<file path="config.mk">
export PLATFORM = sky130hd
export DESIGN_NAME = hwall_filter
export DESIGN_NICKNAME = d
export VERILOG_FILES = /design/src/rtl/hwall_pkg.sv /design/src/rtl/hwall_ctrl.sv /design/src/rtl/hwall_datapath.sv /design/src/rtl/hwall_filter.sv
export SDC_FILE = /design/constraint.sdc
export NUM_CORES = 1
export LEC_CHECK = 0
export CAP_MARGIN = 5
export CORE_AREA = 4 4 125 127
export CTS_CLUSTER_DIAMETER = 80
export DETAILED_ROUTE_END_ITERATION = 6
export DIE_AREA = 0 0 129 131
export GPL_TIMING_DRIVEN = 1
export PLACE_DENSITY = 0.8
export SLEW_MARGIN = 20
export SYNTH_ARGS = -nofsm -noshare
export SYNTH_HDL_FRONTEND = slang
export SYNTH_SLANG_ARGS = --single-unit
</file>
<file path="constraint.sdc">
create_clock -name clk -period 3.23 [get_ports clk]
set_clock_uncertainty 0.05 [all_clocks]
set_input_delay 0.646 -clock clk [delete_from_list [all_inputs] [get_ports clk]]
set_output_delay 0.646 -clock clk [all_outputs]
set_load 0.01 [all_outputs]
</file>
<file path="src/rtl/hwall_pkg.sv">
package hwall_pkg;
  // number of outbound mesh links guarded by one filter
  parameter int unsigned LINK_CNT = 4;
  localparam int unsigned DIR_W = $clog2(LINK_CNT);

  typedef enum logic [1:0] {
    LNK_IDLE  = 2'd0, // at a packet boundary, next word is a header
    LNK_PASS  = 2'd1, // inside a forwarded packet
    LNK_HELD  = 2'd2, // header blocked, waiting for software
    LNK_DRAIN = 2'd3  // discarding the blocked packet
  } linkState_t;

  // control -> datapath strobes
  typedef struct packed {
    logic [LINK_CNT-1:0] fwd;     // link forwards this cycle
    logic [LINK_CNT-1:0] sink;    // link swallows words this cycle
    logic                capture; // record a header word
    logic                wipe;    // status cleared by software
    logic [DIR_W-1:0]    capDir;  // link whose header is recorded
  } strobe_t;
endpackage

</file>
<file path="src/rtl/hwall_ctrl.sv">
module hwall_ctrl
  import hwall_pkg::*;
(
  input  logic                clk,
  input  logic                rst,
  input  logic [LINK_CNT-1:0] srcValid,
  input  logic [LINK_CNT-1:0] srcLast,
  input  logic [LINK_CNT-1:0] dstReady,
  input  logic                cfgWrEn,
  input  logic                cfgAddr,
  input  logic [LINK_CNT-1:0] cfgWrData,
  output strobe_t             strobe,
  output logic [LINK_CNT-1:0] wallBits,
  output logic [LINK_CNT-1:0] faultMask,
  output logic                faultPend,
  output logic [DIR_W-1:0]    faultDir
);
  logic wipeReq;
  logic wallWr;
  logic [LINK_CNT-1:0] heldNow;
  logic [LINK_CNT-1:0] fwdVec;
  logic [LINK_CNT-1:0] sinkVec;
  logic [DIR_W-1:0]    firstDir;
  logic                captureNow;

  assign wipeReq = cfgWrEn & cfgAddr;
  assign wallWr  = cfgWrEn & ~cfgAddr;

  generate
    for (genvar d = 0; d < LINK_CNT; d++) begin : g_link
      linkState_t st;
      linkState_t stNext;
      logic       acc;

      assign fwdVec[d]  = ((st == LNK_IDLE) & ~wallBits[d]) | (st == LNK_PASS);
      assign sinkVec[d] = (st == LNK_DRAIN);
      assign heldNow[d] = (st == LNK_IDLE) & srcValid[d] & wallBits[d];
      assign acc        = srcValid[d] & (fwdVec[d] ? dstReady[d] : sinkVec[d]);

      always_comb begin
        stNext = st;
        unique case (st)
          LNK_IDLE: begin
            if (heldNow[d])              stNext = LNK_HELD;
            else if (acc && !srcLast[d]) stNext = LNK_PASS;
          end
          LNK_PASS:  if (acc && srcLast[d]) stNext = LNK_IDLE;
          LNK_HELD:  if (wipeReq)           stNext = LNK_DRAIN;
          LNK_DRAIN: if (acc && srcLast[d]) stNext = LNK_IDLE;
          default:                          stNext = LNK_IDLE;
        endcase
      end

      always_ff @(posedge clk) begin
        if (rst) st <= LNK_IDLE;
        else     st <= stNext;
      end
    end
  endgenerate

  // lowest index wins when several headers are blocked together
  always_comb begin
    firstDir = '0;
    for (int i = LINK_CNT - 1; i >= 0; i--) begin
      if (heldNow[i]) firstDir = DIR_W'(i);
    end
  end

  assign captureNow = (|heldNow) & (~faultPend | wipeReq);

  always_comb begin
    strobe.fwd     = fwdVec;
    strobe.sink    = sinkVec;
    strobe.capture = captureNow;
    strobe.wipe    = wipeReq;
    strobe.capDir  = firstDir;
  end

  always_ff @(posedge clk) begin
    if (rst) begin
      wallBits  <= '0;
      faultMask <= '0;
      faultPend <= 1'b0;
      faultDir  <= '0;
    end else begin
      if (wallWr) wallBits <= cfgWrData;
      faultMask <= (wipeReq ? '0 : faultMask) | heldNow;
      faultPend <= (faultPend & ~wipeReq) | (|heldNow);
      if (captureNow)   faultDir <= firstDir;
      else if (wipeReq) faultDir <= '0;
    end
  end
endmodule

</file>
<file path="src/rtl/hwall_datapath.sv">
module hwall_datapath
  import hwall_pkg::*;
#(
  parameter int unsigned DATA_W = 32,
  localparam int unsigned RD_W  = DATA_W + 1 + DIR_W + LINK_CNT
) (
  input  logic                       clk,
  input  logic                       rst,
  input  strobe_t                    strobe,
  input  logic [LINK_CNT-1:0]        srcValid,
  input  logic [LINK_CNT*DATA_W-1:0] srcData,
  input  logic [LINK_CNT-1:0]        srcLast,
  input  logic [LINK_CNT-1:0]        dstReady,
  output logic [LINK_CNT-1:0]        srcReady,
  output logic [LINK_CNT-1:0]        dstValid,
  output logic [LINK_CNT*DATA_W-1:0] dstData,
  output logic [LINK_CNT-1:0]        dstLast,
  input  logic                       cfgAddr,
  input  logic [LINK_CNT-1:0]        wallBits,
  input  logic [LINK_CNT-1:0]        faultMask,
  input  logic                       faultPend,
  input  logic [DIR_W-1:0]           faultDir,
  output logic [RD_W-1:0]            cfgRdData
);
  logic [DATA_W-1:0] hdrWord;

  // open links are wires: no register between source and neighbour
  assign dstValid = srcValid & strobe.fwd;
  assign dstData  = srcData;
  assign dstLast  = srcLast & strobe.fwd;
  assign srcReady = (strobe.fwd & dstReady) | strobe.sink;

  always_ff @(posedge clk) begin
    if (rst)                 hdrWord <= '0;
    else if (strobe.capture) hdrWord <= srcData[strobe.capDir*DATA_W +: DATA_W];
    else if (strobe.wipe)    hdrWord <= '0;
  end

  always_comb begin
    if (cfgAddr) cfgRdData = {hdrWord, faultMask, faultDir, faultPend};
    else         cfgRdData = RD_W'(wallBits);
  end
endmodule

</file>
<file path="src/rtl/hwall_filter.sv">
module hwall_filter
  import hwall_pkg::*;
#(
  parameter int unsigned DATA_W = 32,
  localparam int unsigned RD_W  = DATA_W + 1 + DIR_W + LINK_CNT
) (
  input  logic                       clk,
  input  logic                       rst,
  input  logic [LINK_CNT-1:0]        srcValid,
  input  logic [LINK_CNT*DATA_W-1:0] srcData,
  input  logic [LINK_CNT-1:0]        srcLast,
  output logic [LINK_CNT-1:0]        srcReady,
  output logic [LINK_CNT-1:0]        dstValid,
  output logic [LINK_CNT*DATA_W-1:0] dstData,
  output logic [LINK_CNT-1:0]        dstLast,
  input  logic [LINK_CNT-1:0]        dstReady,
  input  logic                       cfgWrEn,
  input  logic                       cfgAddr,
  input  logic [LINK_CNT-1:0]        cfgWrData,
  output logic [RD_W-1:0]            cfgRdData,
  output logic                       faultIrq
);
  strobe_t             strobe;
  logic [LINK_CNT-1:0] wallBits;
  logic [LINK_CNT-1:0] faultMask;
  logic                faultPend;
  logic [DIR_W-1:0]    faultDir;

  hwall_ctrl u_ctrl (
    .clk(clk), .rst(rst),
    .srcValid(srcValid), .srcLast(srcLast), .dstReady(dstReady),
    .cfgWrEn(cfgWrEn), .cfgAddr(cfgAddr), .cfgWrData(cfgWrData),
    .strobe(strobe), .wallBits(wallBits), .faultMask(faultMask),
    .faultPend(faultPend), .faultDir(faultDir)
  );

  hwall_datapath #(.DATA_W(DATA_W)) u_dp (
    .clk(clk), .rst(rst), .strobe(strobe),
    .srcValid(srcValid), .srcData(srcData), .srcLast(srcLast),
    .dstReady(dstReady), .srcReady(srcReady), .dstValid(dstValid),
    .dstData(dstData), .dstLast(dstLast), .cfgAddr(cfgAddr),
    .wallBits(wallBits), .faultMask(faultMask), .faultPend(faultPend),
    .faultDir(faultDir), .cfgRdData(cfgRdData)
  );

  assign faultIrq = faultPend;
endmodule

</file>
==> qor.yml, run 1 <==
final_layout:
  seq_area_um2: 1020
  diodes: 0
  multi_input_area_um2: 2270
  drive_above_1_share_pct: 9.89
  area_growth_syn_to_layout_pct: 56.7
  fin_cells: 922
  utilization_pct: 49.5
  nFillCells: 1368
  nets: 885
synth:
  synth_area_per_cell_um2: 8.14
  synth_edf_count: 0
  ys_top_cells_by_count: "buf_4 (131), a21oi_1 (80), nor2_1 (53), dfxtp_1 (51), and2_1 (43)"
  ys_types: 42
  yosys-mux-area-fraction_pct: 1.87
  syn_inst: 560
  syn_area_um2: 4560
  synth_xor_area_share_pct: 0
  synth_ff_type: "dfxtp_1"
  yosysMostFrequentCell: "buf_4"
  synth_top_area_cell: "dfxtp_1"
  yosysWarnings: 0
  synth_area_leaders: "dfxtp_1 (22%), buf_4 (22%), a311oi_2 (9.5%), a21oi_1 (8.8%), and2_1 (5.9%)"
  async_flop_share_pct: 0
  ys_seq_area_share_pct: 22.4
  ys_ff_latch: 51
  synth_nets: 708
  synth_adder_area_share_pct: 0
  synth_compound_area_share_pct: 28.2
  synth_top_family_by_area: "buffers and inverters"
  synth-simple-area-share_pct: 19.2
  synth_top_area_share_pct: 22.4
cts:
  hold_buffers: 0
  cts_root_buf: "clkbuf_16"
  cts_buffers: 5
  postCtsResizedCells: 0
  h-tree-depth: 2
  clockBufferDepth: 2
  clkTransAtPathRegs_ns: 0.07
  clock-sinks: 51
  post_cts_buffers: 0
  clkLatencyLatePin_ns: 0.29
  cts_tree: "built"
critical_path:
  path_max_fanout: 29
  cp-end-kind: "output port"
  path_cells: "buf_2, buf_12, and2_1, clkdlybuf4s50_1"
  cp.required_ns: 2.53
  critical_path_class: "in2out"
  worstSetupStartpointType: "input pin"
  rrSetupSlack_ns: 1.10
  max_stage_delay_ns: 0.56
  crit_arrival_ns: 2.04
  cpMaxStageDelayCell: "clkdlybuf4s50_1"
  crit_family: "buffers and inverters"
  critPathBufInv: 3
timing:
  hold_slack_ns: 0.432
  report.final.slew_viol_count: 0
  post-route-period-util_pct: 84.7
  finalSetupViolCount: 0
  tns_ns: 0
  rsz0062_at_grt: "no"
  fmax_mhz: 366
  worst_slew_pin_slew_ns: 0.584
  period_minus_slack_ns: 2.74
  relSlewSlack_pct: 60.7
  hold_violations: 0
drt:
  wl_um: 18000
  vias_per_cell: 5.06
  drtAntennaViolNets: 0
  wl_per_cell_um: 19.5
  drtIter0Drc: 367
  drtPass1Iterations: 5
  vias: 4666
  drc_errors: 0
power_and_ir_drop:
  p_per_area_nw_per_um2: 302
  vdd_drop_max_v: 0.000177
  p_leak_nw: 2.44
  finalPower_mw: 2.16
grt:
  grt_usage_pct: 20.0
  gr-total-overflow: 0
  grt_pass1_wl_um: 26500
  grt_max_degree: 66
  grt_pass1_vias: 4781
  antenna_found_initial: 0
die:
  die_h_um: 131
  die_area_um2: 16900
  io_pins: 328
  core_area_um2: 14400
  num_rows: 44
  die_width_um: 129
  initial_core_util_pct: 31.6
place:
  io_buffers: 327
  dpl.hpwl_um: 14000
  place_inst: 914
  gp_congestion: 0.822
job:
  drv_cap: 0
hold_path:
  min_path_type: "reg2reg"
run_status:
  status: "complete, no violations"
[tightest hold or removal path: stages, from the launching register on]
cell	delay, ns
dfxtp_1	0.31
nand3b_1	0.07
a21oi_1	0.06
[power breakdown]
part | internal [mW] | leakage (nW) | switching, mW
Clock | 0.286 | 0.0658 | 0.254
Sequential | 0.679 | 0.417 | 0.0339
Combinational | 0.512 | 1.96 | 0.392
[final cells by class]
cell class / instances / area share [%]
clock buffer: 5 / 1.75
clock inverter: 3 / 0.280
inverter: 5 / 0.263
multi-input combinational: 330 / 31.8
sequential: 51 / 14.3
tap: 184 / 3.22
timing repair buffer: 344 / 48.3
[cells in the final DEF (no fill, tap or decap), types with 2 or more instances in the layout]
master,n
clkdlybuf4s50_1,325
a311oi_1,5
o22a_1,2
nand4bb_2,2
a31oi_1,3
mux2_2,4
clkinvlp_4,2
a22oi_1,29
nor3_1,3
and2_1,43
o211ai_1,3
o21ai_0,3
or3_1,31
inv_1,5
and4bb_2,4
buf_2,2
dfxtp_1,51
buf_4,12
nand3_1,5
a21oi_1,80
nor2_1,52
a22oi_2,2
nor2b_1,3
buf_12,5
a311oi_2,29
nand2_1,8
clkbuf_16,5
nand4bb_1,2
mux2i_1,4
[kinds of logic after synthesis]
logic type	after synthesis
muxes	8
AOI/OAI and AO/OA	164
DFF	51
buffers and inverters	179
and+or+nand+nor	158
[per-stage QoR]
stage                     worst slack [ns]  area (µm²)
final                                0.494        7140
after global routing                 0.402        7140
after CTS                            0.503        7140
after detailed placement             0.359        7000
after global placement               0.427        7000
after floorplan                       1.08        4560
[state kept, by name (all words and copies together) (netlist names)]
| register | count |
|---|---|
| u_ctrl.faultDir | 2 |
| u_ctrl.faultMask | 4 |
| u_ctrl.faultPend | 1 |
| u_ctrl.g_link.st | 8 |
| u_ctrl.wallBits | 4 |
| u_dp.hdrWord | 32 |
[path summary, 6_finish.rpt]
path                                from  depth (start not counted)                 end
hold / removal        u_ctrl.faultDir[0]                          2  u_ctrl.faultDir[0]
setup reg to reg  u_ctrl.g_link[2].st[1]                          5    u_dp.hdrWord[23]
setup / recovery                 cfgAddr                          4       cfgRdData[11]
hold reg to reg       u_ctrl.faultDir[0]                          2  u_ctrl.faultDir[0]
[layer usage]
metal | GRT usage, % | share of wire (%) | up-vias | routed length [µm]
li1 | - | - | 2230 | -
met1 | 25.3 | 42 | 2196 | 7480
met2 | 34.7 | 50 | 213 | 8990
met3 | 4.43 | 6.8 | 27 | 1220
met4 | 4.76 | 1.8 | 0 | 333
met5 | 0 | 0 | - | 0
No activity file was read; power rests on OpenSTA's default activity.
==> inputs of run 2 (changes only) <==
- clock period: 3.23 -> 2.6 ns (I/O delays scaled with it)
==> run 2 against run 1 <==
Cell count grew 0.54%. Critical path depth shrank 1. Worst setup slack lost 0.24 ns. Core utilization grew 0.76 points. Register-to-register slack lost 0.47 ns. Die area is the same. Worst hold slack gained 0.0039 ns. Critical endpoint is now dstValid[1].
==> qor.yml, run 2 (synthesis results as in run 1) <==
run_status:
  status: "complete, no violations"
critical_path:
  worstSetupStartpointType: "input pin"
  cpMaxStageDelayCell: "clkdlybuf4s50_1"
  cp.required_ns: 2.03
  cp-endpoint: "dstValid[1]"
  path_common_cell: "clkdlybuf4s50_1"
  crit_arrival_ns: 1.77
  rrSetupSlack_ns: 0.63
  max_stage_delay_ns: 0.55
  path_max_fanout: 6
  critPathLaunch: "srcValid[1]"
  cp-end-kind: "output port"
  r2r-start: "u_ctrl.wallBits[2]"
  reg2regPathDepth: 5
  reg2reg_to: "u_dp.hdrWord[0]"
  critical_path_class: "in2out"
  path_cells: "clkdlybuf4s50_1, and2_1, clkdlybuf4s50_1"
power_and_ir_drop:
  p_per_area_nw_per_um2: 377
  p_leak_nw: 2.49
  vdd_drop_max_v: 0.000249
final_layout:
  mostFrequentLayoutCell: "clkdlybuf4s50_1"
  nets: 890
  nFillCells: 1352
  drive_above_1_share_pct: 10.5
  largest_register_ffs: 32
  top_regs: "u_dp.hdrWord: 32 flops, u_ctrl.g_link.st: 8 flops"
  area_growth_syn_to_layout_pct: 59.1
  design_area_um2: 7250
  final_cell_mix: "clkdlybuf4s50_1 (325), a21oi_1 (80), nor2_1 (52)"
  regMostFlops: "u_dp.hdrWord"
  fin_cells: 927
  diodes: 0
die:
  core_area_um2: 14400
  die_h_um: 131
  initial_core_util_pct: 31.6
  io_pins: 328
  num_rows: 44
  die_width_um: 129
  die_area_um2: 16900
cts:
  clock-sinks: 51
  clkLatencyLatePin_ns: 0.30
  cts_buffers: 5
  cts_root_buf: "clkbuf_16"
  clkTransAtPathRegs_ns: 0.08
  postCtsResizedCells: 0
  cts_tree: "built"
  hold_buffers: 0
  h-tree-depth: 2
  clockBufferDepth: 2
  post_cts_buffers: 0
timing:
  period_minus_slack_ns: 2.34
  hold_violations: 0
  tns_ns: 0
  finalSetupViolCount: 0
  hold_slack_ns: 0.436
  relSlewSlack_pct: 54.5
  fmax_mhz: 426
  worst_slew_pin_slew_ns: 0.682
  post-route-period-util_pct: 90.2
  report.final.slew_viol_count: 0
  rsz0062_at_grt: "no"
drt:
  wl_um: 18100
  wl_per_cell_um: 19.5
  drtPass1Iterations: 4
  drtAntennaViolNets: 0
  drc_errors: 0
  drtIter0Drc: 274
  vias_per_cell: 5.05
  vias: 4684
grt:
  grt_max_degree: 47
  grt_pass1_wl_um: 26600
  gr-total-overflow: 0
  grt_usage_pct: 20.1
  grt_pass1_vias: 4721
  antenna_found_initial: 0
hold_path:
  min_path_type: "reg2reg"
  hp-start: "u_ctrl.faultMask[1]"
job:
  drv_cap: 0
place:
  io_buffers: 327
  post_dp_cell_area_um2: 7100
  place_inst: 919
  dpl.hpwl_um: 13900
  gp_congestion: 0.813
run 2: changes by cell type in the layout (fill, tap and decap cells not counted):
| cell | change |
|---|---|
| clkbuf_8 | +1 |
| clkinv_4 | +1 |
| buf_12 | +5 |
| clkinvlp_4 | -1 |
| clkinv_2 | -1 |
run 2: worst min path at each step:
stage | end | slack, ns | cells after the start
2_1_floorplan | u_ctrl.faultMask[3] | 0.39 | 2
3_3_place_gp | u_ctrl.faultMask[3] | 0.41 | 2
3_5_place_dp | u_ctrl.faultMask[0] | 0.43 | 2
4_1_cts | u_ctrl.faultDir[0] | 0.44 | 2
5_1_grt | u_ctrl.faultDir[0] | 0.44 | 2
6_report | u_ctrl.faultMask[1] | 0.44 | 2
run 2: critical path: cells and delay by family:
| family | cells | cell delay [ns] |
|---|---|---|
| buffers and inverters | 2 | 1.09 |
| AND/OR/NAND/NOR | 1 | 0.16 |
run 2: where the power goes:
part / internal (mW) / switching [mW] / leakage (nW)
logic: 0.653 / 0.489 / 2.01
registers: 0.844 / 0.0427 / 0.417
clock network: 0.386 / 0.320 / 0.0731
total: 1.88 / 0.851 / 2.49
run 2: layout make-up:
| type | instances | area [µm²] | share of cell area, % |
|---|---|---|---|
| sequential | 51 | 1020 | 14.1 |
| inverter | 5 | 18.8 | 0.259 |
| multi-input combinational | 330 | 2270 | 31.4 |
| tap | 184 | 230 | 3.17 |
| timing repair buffer | 349 | 3550 | 49.0 |
| clock buffer | 6 | 139 | 1.91 |
| clock inverter | 2 | 16.3 | 0.224 |
run 2: per-stage QoR:
stage	setup WS, ns	util, %	total power [mW]
2_1_floorplan	0.700	-	1.50
3_3_place_gp	0.136	49.2	2.04
3_5_place_dp	0.134	49.2	2.05
4_1_cts	0.247	50.3	2.77
5_1_grt	0.175	50.3	2.88
6_report	0.255	50.3	2.73
run 2: per-layer routing:
layer | vias up | wire [µm] | global-route usage [%]
li1 | 2245 | - | -
met1 | 2216 | 7310 | 24.6
met2 | 205 | 9240 | 35.2
met3 | 18 | 1240 | 5.69
met4 | 0 | 277 | 4.51
met5 | - | 0 | 0
==> inputs of run 3 (changes only) <==
- GPL_TIMING_DRIVEN: 1 -> default
- TNS_END_PERCENT: default -> 50
==> results of run 3 <==
The final DEF is identical to that of run 2; final timing and power are the same.
